### config.mk
export PLATFORM = sky130hd
export DESIGN_NAME = sct_chain_test_ctrl
export DESIGN_NICKNAME = d
export VERILOG_FILES = /design/src/rtl/sct_pkg.sv /design/src/rtl/sct_sequencer.sv /design/src/rtl/sct_stimulus.sv /design/src/rtl/sct_verdict.sv /design/src/rtl/sct_chain_test_ctrl.sv
export SDC_FILE = /design/constraint.sdc
export NUM_CORES = 1
export LEC_CHECK = 0
export ABC_AREA = 1
export BUFFER_PORTS_ARGS = -buffer_cell sky130_fd_sc_hd__buf_2
export CAP_MARGIN = 20
export CELL_PAD_IN_SITES_DETAIL_PLACEMENT = 1
export CELL_PAD_IN_SITES_GLOBAL_PLACEMENT = 1
export CORE_ASPECT_RATIO = 2
export CORE_MARGIN = 2
export CORE_UTILIZATION = 44
export DETAILED_ROUTE_END_ITERATION = 10
export PLACE_DENSITY_LB_ADDON = 0.1
export SLEW_MARGIN = 20
export SYNTH_ARGS = -nofsm -noshare
export SYNTH_HDL_FRONTEND = slang
export SYNTH_SLANG_ARGS = --single-unit
### constraint.sdc
create_clock -name clk -period 4.1 [get_ports clk]
set_input_delay 1.23 -clock clk [delete_from_list [all_inputs] [get_ports clk]]
set_output_delay 1.23 -clock clk [all_outputs]
set_load 0.05 [all_outputs]
### src/rtl/sct_pkg.sv
// Shared definitions for the serial chain test controller.
// Assumes the pattern length never exceeds 16 bits.
package sct_pkg;

    localparam int NUM_CFG = 11;
    localparam int CFG_W   = 4;
    localparam int PAT_MAX = 16;

    typedef enum logic [1:0] {
        PH_IDLE = 2'd0,
        PH_LINK = 2'd1,
        PH_UNIT = 2'd2
    } phase_t;

    // Two-input truth table used by a unit under test in configuration c
    function automatic logic [3:0] cfg_truth(input logic [CFG_W-1:0] c);
        int v;
        v = int'(c) * 7 + 5;
        return v[3:0];
    endfunction

    // Serial stimulus word for configuration c, bit k sent in slot cycle k
    function automatic logic [PAT_MAX-1:0] cfg_pattern(input logic [CFG_W-1:0] c);
        int v;
        v = int'(c) * 45 + 150;
        return v[PAT_MAX-1:0];
    endfunction

    // Fault-free flip-flop sequence of a unit fed with the pattern from state 0
    function automatic logic [PAT_MAX-1:0] cfg_response(input logic [CFG_W-1:0] c);
        logic [3:0]         tt;
        logic [PAT_MAX-1:0] pat;
        logic [PAT_MAX-1:0] rsp;
        logic               st;
        tt  = cfg_truth(c);
        pat = cfg_pattern(c);
        st  = 1'b0;
        rsp = '0;
        for (int j = 0; j < PAT_MAX; j++) begin
            st     = tt[{pat[j], st}];
            rsp[j] = st;
        end
        return rsp;
    endfunction

endpackage

### src/rtl/sct_sequencer.sv
// Phase sequencer: idle, chain integrity, then a slot per (unit, config).
// Assumes abort is only raised while a phase other than idle is running.
module sct_sequencer
    import sct_pkg::*;
#(
    parameter int N_UNITS = 4,
    parameter int PAT_LEN = 6,
    parameter int CNT_W   = 5,
    parameter int IDX_W   = 3
) (
    input  logic             clk,
    input  logic             rst_n,
    input  logic             start,
    input  logic             abort,
    output phase_t           phase,
    output logic [IDX_W-1:0] unit_idx,
    output logic [CFG_W-1:0] cfg_idx,
    output logic [CNT_W-1:0] cnt,
    output logic             start_ok,
    output logic             run_end
);

    localparam logic [CNT_W-1:0] LINK_LAST = CNT_W'(3 * N_UNITS - 1);
    localparam logic [CNT_W-1:0] SLOT_LAST = CNT_W'(N_UNITS + PAT_LEN - 1);
    localparam logic [IDX_W-1:0] UNIT_LAST = IDX_W'(N_UNITS - 1);
    localparam logic [CFG_W-1:0] CFG_LAST  = CFG_W'(NUM_CFG - 1);

    logic slot_last;

    // Decode of the final cycle of a slot and of the whole run
    always_comb begin
        start_ok  = start && (phase == PH_IDLE);
        slot_last = (phase == PH_UNIT) && (cnt == SLOT_LAST);
        run_end   = slot_last && (cfg_idx == CFG_LAST) && (unit_idx == UNIT_LAST);
    end

    // Phase, unit, configuration and cycle counters
    always_ff @(posedge clk) begin
        if (!rst_n) begin
            phase    <= PH_IDLE;
            cnt      <= '0;
            unit_idx <= '0;
            cfg_idx  <= '0;
        end else begin
            case (phase)
                PH_IDLE: begin
                    if (start) begin
                        phase    <= PH_LINK;
                        cnt      <= '0;
                        unit_idx <= '0;
                        cfg_idx  <= '0;
                    end
                end
                PH_LINK: begin
                    if (abort) begin
                        phase <= PH_IDLE;
                    end else if (cnt == LINK_LAST) begin
                        phase <= PH_UNIT;
                        cnt   <= '0;
                    end else begin
                        cnt <= cnt + 1'b1;
                    end
                end
                PH_UNIT: begin
                    if (abort) begin
                        phase <= PH_IDLE;
                    end else if (slot_last) begin
                        cnt <= '0;
                        if (cfg_idx == CFG_LAST) begin
                            cfg_idx <= '0;
                            if (unit_idx == UNIT_LAST) begin
                                phase <= PH_IDLE;
                            end else begin
                                unit_idx <= unit_idx + 1'b1;
                            end
                        end else begin
                            cfg_idx <= cfg_idx + 1'b1;
                        end
                    end else begin
                        cnt <= cnt + 1'b1;
                    end
                end
                default: phase <= PH_IDLE;
            endcase
        end
    end

endmodule

### src/rtl/sct_stimulus.sv
// Stimulus and expectation decoder: chain input bit, per-unit test enables,
// expected chain output and the window in which it is compared.
// Assumes PAT_LEN <= 16 and that the chain holds zeros at each slot start.
module sct_stimulus
    import sct_pkg::*;
#(
    parameter int N_UNITS = 4,
    parameter int PAT_LEN = 6,
    parameter int CNT_W   = 5,
    parameter int IDX_W   = 3
) (
    input  phase_t             phase,
    input  logic [IDX_W-1:0]   unit_idx,
    input  logic [CFG_W-1:0]   cfg_idx,
    input  logic [CNT_W-1:0]   cnt,
    output logic               chain_in,
    output logic [N_UNITS-1:0] test_en,
    output logic               exp_bit,
    output logic               chk_en
);

    localparam logic [CNT_W-1:0] N_CNT    = CNT_W'(N_UNITS);
    localparam logic [CNT_W-1:0] TWO_N    = CNT_W'(2 * N_UNITS);
    localparam logic [CNT_W-1:0] L_CNT    = CNT_W'(PAT_LEN);
    localparam logic [CNT_W-1:0] WIN_END  = CNT_W'(N_UNITS + PAT_LEN);
    localparam logic             N_ODD    = (N_UNITS % 2) != 0;

    logic [PAT_MAX-1:0] pat;
    logic [PAT_MAX-1:0] rsp;

    // Table lookup for the configuration currently applied
    always_comb begin
        pat = cfg_pattern(cfg_idx);
        rsp = cfg_response(cfg_idx);
    end

    // Serial stimulus and expected response per phase and slot cycle
    always_comb begin
        chain_in = 1'b0;
        exp_bit  = 1'b0;
        chk_en   = 1'b0;
        case (phase)
            PH_LINK: begin
                chain_in = (cnt < TWO_N) ? cnt[0] : 1'b0;
                chk_en   = (cnt >= N_CNT);
                exp_bit  = cnt[0] ^ N_ODD;
            end
            PH_UNIT: begin
                for (int j = 0; j < PAT_LEN; j++) begin
                    if (cnt == CNT_W'(j)) begin
                        chain_in = pat[j];
                    end
                    if (cnt == CNT_W'(N_UNITS + j)) begin
                        exp_bit = rsp[j];
                    end
                end
                chk_en = (cnt >= N_CNT) && (cnt < WIN_END) && (L_CNT != '0);
            end
            default: ;
        endcase
    end

    // One test-enable window per unit, open while its pattern passes
    for (genvar g = 0; g < N_UNITS; g++) begin : g_sel
        localparam logic [CNT_W-1:0] WIN_LO = CNT_W'(g);
        localparam logic [CNT_W-1:0] WIN_HI = CNT_W'(g + PAT_LEN);
        assign test_en[g] = (phase == PH_UNIT) && (unit_idx == IDX_W'(g))
                            && (cnt >= WIN_LO) && (cnt < WIN_HI);
    end

endmodule

### src/rtl/sct_verdict.sv
// Compares the chain output against the expectation and keeps the result.
// Assumes chk_en is low whenever the sequencer is idle.
module sct_verdict
    import sct_pkg::*;
#(
    parameter int IDX_W = 3
) (
    input  logic             clk,
    input  logic             rst_n,
    input  logic             start_ok,
    input  logic             chk_en,
    input  logic             exp_bit,
    input  logic             chain_out,
    input  phase_t           phase,
    input  logic [IDX_W-1:0] unit_idx,
    input  logic             run_end,
    output logic             mismatch,
    output logic             done,
    output logic             fail,
    output logic [IDX_W-1:0] fail_idx
);

    // Mismatch in the current compare window
    always_comb begin
        mismatch = chk_en && (chain_out != exp_bit);
    end

    // End pulse, failure flag and failing unit latch
    always_ff @(posedge clk) begin
        if (!rst_n) begin
            done     <= 1'b0;
            fail     <= 1'b0;
            fail_idx <= '0;
        end else begin
            done <= run_end || mismatch;
            if (start_ok) begin
                fail     <= 1'b0;
                fail_idx <= '0;
            end else if (mismatch) begin
                fail     <= 1'b1;
                fail_idx <= (phase == PH_LINK) ? '1 : unit_idx;
            end
        end
    end

endmodule

### src/rtl/sct_chain_test_ctrl.sv
// Top of the serial chain bypass test controller. Drives a chain of
// N_UNITS function units, one of which at most leaves bypass at a time.
// Assumes the chain adds one register per unit between chain_in and chain_out
// and PAT_LEN is in 1..16.
module sct_chain_test_ctrl
    import sct_pkg::*;
#(
    parameter int N_UNITS = 4,
    parameter int PAT_LEN = 6
) (
    input  logic                         clk,
    input  logic                         rst_n,
    input  logic                         start,
    input  logic                         chain_out,
    output logic [N_UNITS-1:0]           test_en,
    output logic [CFG_W-1:0]             cfg_sel,
    output logic                         chain_in,
    output logic                         done,
    output logic                         fail,
    output logic [$clog2(N_UNITS+1)-1:0] fail_idx
);

    localparam int IDX_W   = $clog2(N_UNITS + 1);
    localparam int CNT_MAX = (3 * N_UNITS > N_UNITS + PAT_LEN) ? 3 * N_UNITS : N_UNITS + PAT_LEN;
    localparam int CNT_RAW = $clog2(CNT_MAX + 1);
    localparam int CNT_W   = (CNT_RAW < 5) ? 5 : CNT_RAW;

    phase_t           phase;
    logic [IDX_W-1:0] unit_idx;
    logic [CFG_W-1:0] cfg_idx;
    logic [CNT_W-1:0] cnt;
    logic             start_ok;
    logic             run_end;
    logic             exp_bit;
    logic             chk_en;
    logic             mismatch;

    sct_sequencer #(
        .N_UNITS (N_UNITS),
        .PAT_LEN (PAT_LEN),
        .CNT_W   (CNT_W),
        .IDX_W   (IDX_W)
    ) u_seq (
        .clk      (clk),
        .rst_n    (rst_n),
        .start    (start),
        .abort    (mismatch),
        .phase    (phase),
        .unit_idx (unit_idx),
        .cfg_idx  (cfg_idx),
        .cnt      (cnt),
        .start_ok (start_ok),
        .run_end  (run_end)
    );

    sct_stimulus #(
        .N_UNITS (N_UNITS),
        .PAT_LEN (PAT_LEN),
        .CNT_W   (CNT_W),
        .IDX_W   (IDX_W)
    ) u_stim (
        .phase    (phase),
        .unit_idx (unit_idx),
        .cfg_idx  (cfg_idx),
        .cnt      (cnt),
        .chain_in (chain_in),
        .test_en  (test_en),
        .exp_bit  (exp_bit),
        .chk_en   (chk_en)
    );

    sct_verdict #(
        .IDX_W (IDX_W)
    ) u_verd (
        .clk       (clk),
        .rst_n     (rst_n),
        .start_ok  (start_ok),
        .chk_en    (chk_en),
        .exp_bit   (exp_bit),
        .chain_out (chain_out),
        .phase     (phase),
        .unit_idx  (unit_idx),
        .run_end   (run_end),
        .mismatch  (mismatch),
        .done      (done),
        .fail      (fail),
        .fail_idx  (fail_idx)
    );

    // Configuration select follows the slot counter directly
    assign cfg_sel = cfg_idx;

endmodule

==> impl_metrics.csv <==
group,metric,value,unit
finish,n_antenna_cell,0,
sta,worst_slack,0.0800,ns
clock_network,htree_num_levels,1,
floorplanning,io_pins,18,
synthesis,synth_adder_area_share,0.167,
synthesis,synth_top_family_by_area,"simple AND/OR/NAND/NOR gates",
sta,fin_crit,4.02,ns
power,vdd_drop_max,0.000407,V
clock_network,ctsHoldBuffers,0,
drt,ant_nets,0,
synthesis,synth_mux_area_frac,0,
sta,setup_viol,0,
global_route,grt_pass1_wl,11.5,mm
placed_design,dpl.cell_count,394,
synthesis,syn_avg_cell_area,6.89,sq um
finish,final_cell_mix,"inv_1, nand2_1, nand3_1",
critical_path,criticalPathCategory,"flop to output pin",
clock_network,cts_buffers,3,
run,maxCapViolCount,0,
placed_design,pre_cts_slack,0.192,ns
floorplanning,rows,36,
drt,wl,7.87,mm
critical_path,cpPeakStageDelay,0.56,ns
global_route,grt_usage,0.273,
power,finalPower,1250,uW
finish,final_core_util,0.563,
global_route,grt_overflow_total,0,
critical_path,crit_buf_inv,4,
floorplanning,coreArea,0.00486,sq mm
synthesis,netlist_top_cells_area,"dfxtp_1, ha_1, nand3_1",
clock_network,clock-root-buffer,"clkbuf_8",
critical_path,path_max_fanout,3,
finish,layout.cells.most_common,"inv_1",
finish,fin_nets,393,
global_route,grt_pass1_vias,2512,
clock_network,clkLatencyLatePin,0.27,ns
hold_path,hp-class,"flop to flop",
synthesis,yosysTopAreaCellShare,0.170,
drt,drt_first_pass_iters,4,
drt,num_vias,2379,
synthesis,syn_area,0.00223,sq mm
clock_network,clk_pin_slew,0.08,ns
run_status,status,"complete, no violations",
critical_path,arrival,2.79,ns
synthesis,async_reset_ff_frac,0,
synthesis,synthDistinctLibCells,39,
critical_path,cpMaxStageDelayCell,"fa_1",
power,leakagePower,0.00122,uW
drt,post_drt_wl_per_cell,18.9,um
synthesis,synth-simple-area-share,0.356,
sta,finalHoldViolCount,0,
drt,drcViolationCount,0,
global_route,antenna_found_initial,0,
synthesis,syn_nets,356,
placed_design,place.port_buffers,17,
sta,finalClockSkew,0.00606,ns
drt,initialDrtViolationCount,39,
finish,synthToLayoutAreaGrowth,22.7,%
clock_network,cts_buffer_depth,2,
critical_path,cp_top_family,"adder cells",
synthesis,synth-compound-area-share,0.139,
floorplanning,die_h,105,um
power,powerDensity,457,mW/mm^2
synthesis,synth-xor-area-share,0.0460,
sta,min_period_over_period,0.980,
synthesis,ys_ff_latch,19,
global_route,grt_max_degree,14,
critical_path,end_kind,"output pin",
synthesis,ys_seq_area_frac,0.170,
finish,final_cells,417,
placed_design,place_hpwl,5.58,mm
sta,maxSlewViolCount,0,
clock_network,clkSinkCount,19,
sta,setup_tns,0,ns
clock_network,cts_tree,"yes",
drt,routed_via_density,5.71,
synthesis,synth_top_cell_by_area,"dfxtp_1",
synthesis,synth_edf_count,0,
floorplanning,die_x,54.4,um
critical_path,start_kind,"flop",
placed_design,place.gp.congestion,0.830,
synthesis,ys_warn_count,0,
sta,fmax,249,MHz
floorplanning,dieArea,0.00569,sq mm
sta,timing.max_slew.rel_slack,0.256,
critical_path,path_cells,"ha_4, inv_2, fa_1, inv_1, ha_4, xnor2_2, xnor2_4, xnor2_2, inv_2, o211ai_1, a21oi_4, buf_6",
floorplanning,start_util,0.459,
synthesis,ys.flop_type,"dfxtp_1",
finish,layout-drive-gt1-share,0.306,
critical_path,cp.required,2.87,ns
sta,tightestPinTransition,1.12,ns
synthesis,synthCells,324,
kinds of logic (layout without fill, tap and decap cells):
| family | Yosys count | in the layout |
|---|---|---|
| buffers and inverters | 64 | 99 |
| xor gates and xnor gates | 10 | 10 |
| and+or+nand+nor | 149 | 150 |
| adders and majority gates | 28 | 28 |
| DFF | 19 | 19 |
| AOI/OAI and AO/OA | 54 | 54 |
worst paths after layout:
| path | start | endpoint | slack [ns] | cells past startpoint |
|---|---|---|---|---|
| worst min-delay path | u_verd.fail | u_verd.fail | 0.45 | 2 |
| worst max-delay path | u_seq.cfg_idx[1] | chain_in | 0.08 | 12 |
| worst min register to register | u_verd.fail | u_verd.fail | 0.45 | 2 |
| worst max register to register | u_seq.cfg_idx[1] | u_seq.phase[1] | 0.10 | 28 |
report_power, final:
group	total, uW	internal [uW]	switching, uW
Sequential	244	206	37.9
Clock	139	68.0	70.8
Combinational	869	292	577
Total	1250	567	685
stage by stage:
stage	hold slack (ns)	cell area, sq um
floorplan	0.454	2240
global placement	0.436	2380
detailed placement	0.446	2380
CTS	0.457	2540
global route	0.493	2740
finish	0.450	2740
synth_stat cells, types with 2 or more instances:
library cell and number:
buf_2 2, xor2_1 3, nor2_2 2, o21ai_0 5, o21ai_1 3, o211ai_1 4
nand2_1 41, dfxtp_1 19, nor3_1 7, nand2_2 11, nand2_4 5, inv_1 46
ha_1 25, fa_1 3, a21oi_2 3, clkbuf_1 6, nand4_1 8, buf_6 2
nor2_1 22, xnor2_1 5, nand3_1 38, nand3_2 10, a21oi_1 33, inv_2 6
layout make-up:
cell class              instances  area (sq um)
repair buffers                 42           283
clock buffers                   3          41.3
multi-input cells             242          1750
inverters                      53           201
fillers                       659          2130
well taps                      57          71.3
clock inverters                 1          5.00
flip-flops and latches         19           387
worst min-delay path, delay by kind of cell (launching register included):
kind | cells | cell delay [ns]
flops | 1 | 0.31
compound gates | 1 | 0.05
buf+inv | 1 | 0.04
sequential cells by signal, indices dropped and copies added, names as in the netlist:
name / flops
u_seq.cnt: 5
u_verd.done: 1
u_verd.fail: 1
u_verd.fail_idx: 3
u_seq.phase: 2
u_seq.unit_idx: 3
u_seq.cfg_idx: 4
layer usage:
layer / up-vias / GRT usage / part of all wire
met1: 1138 / 0.251 / 0.34
met3: 40 / 0.0371 / 0.021
li1: 1140 / - / -
met5: - / 0 / 0
met2: 61 / 0.490 / 0.57
met4: 0 / 0.205 / 0.068
timing repair:
action                                  in CTS  in global routing
buffers inserted                            14                  4
resized for setup                            4                 30
pin swaps                                    5                 14
endpoints found under the setup margin       1                 20
gates cloned                                 0                  1
Power figures use the tool's default switching activity.
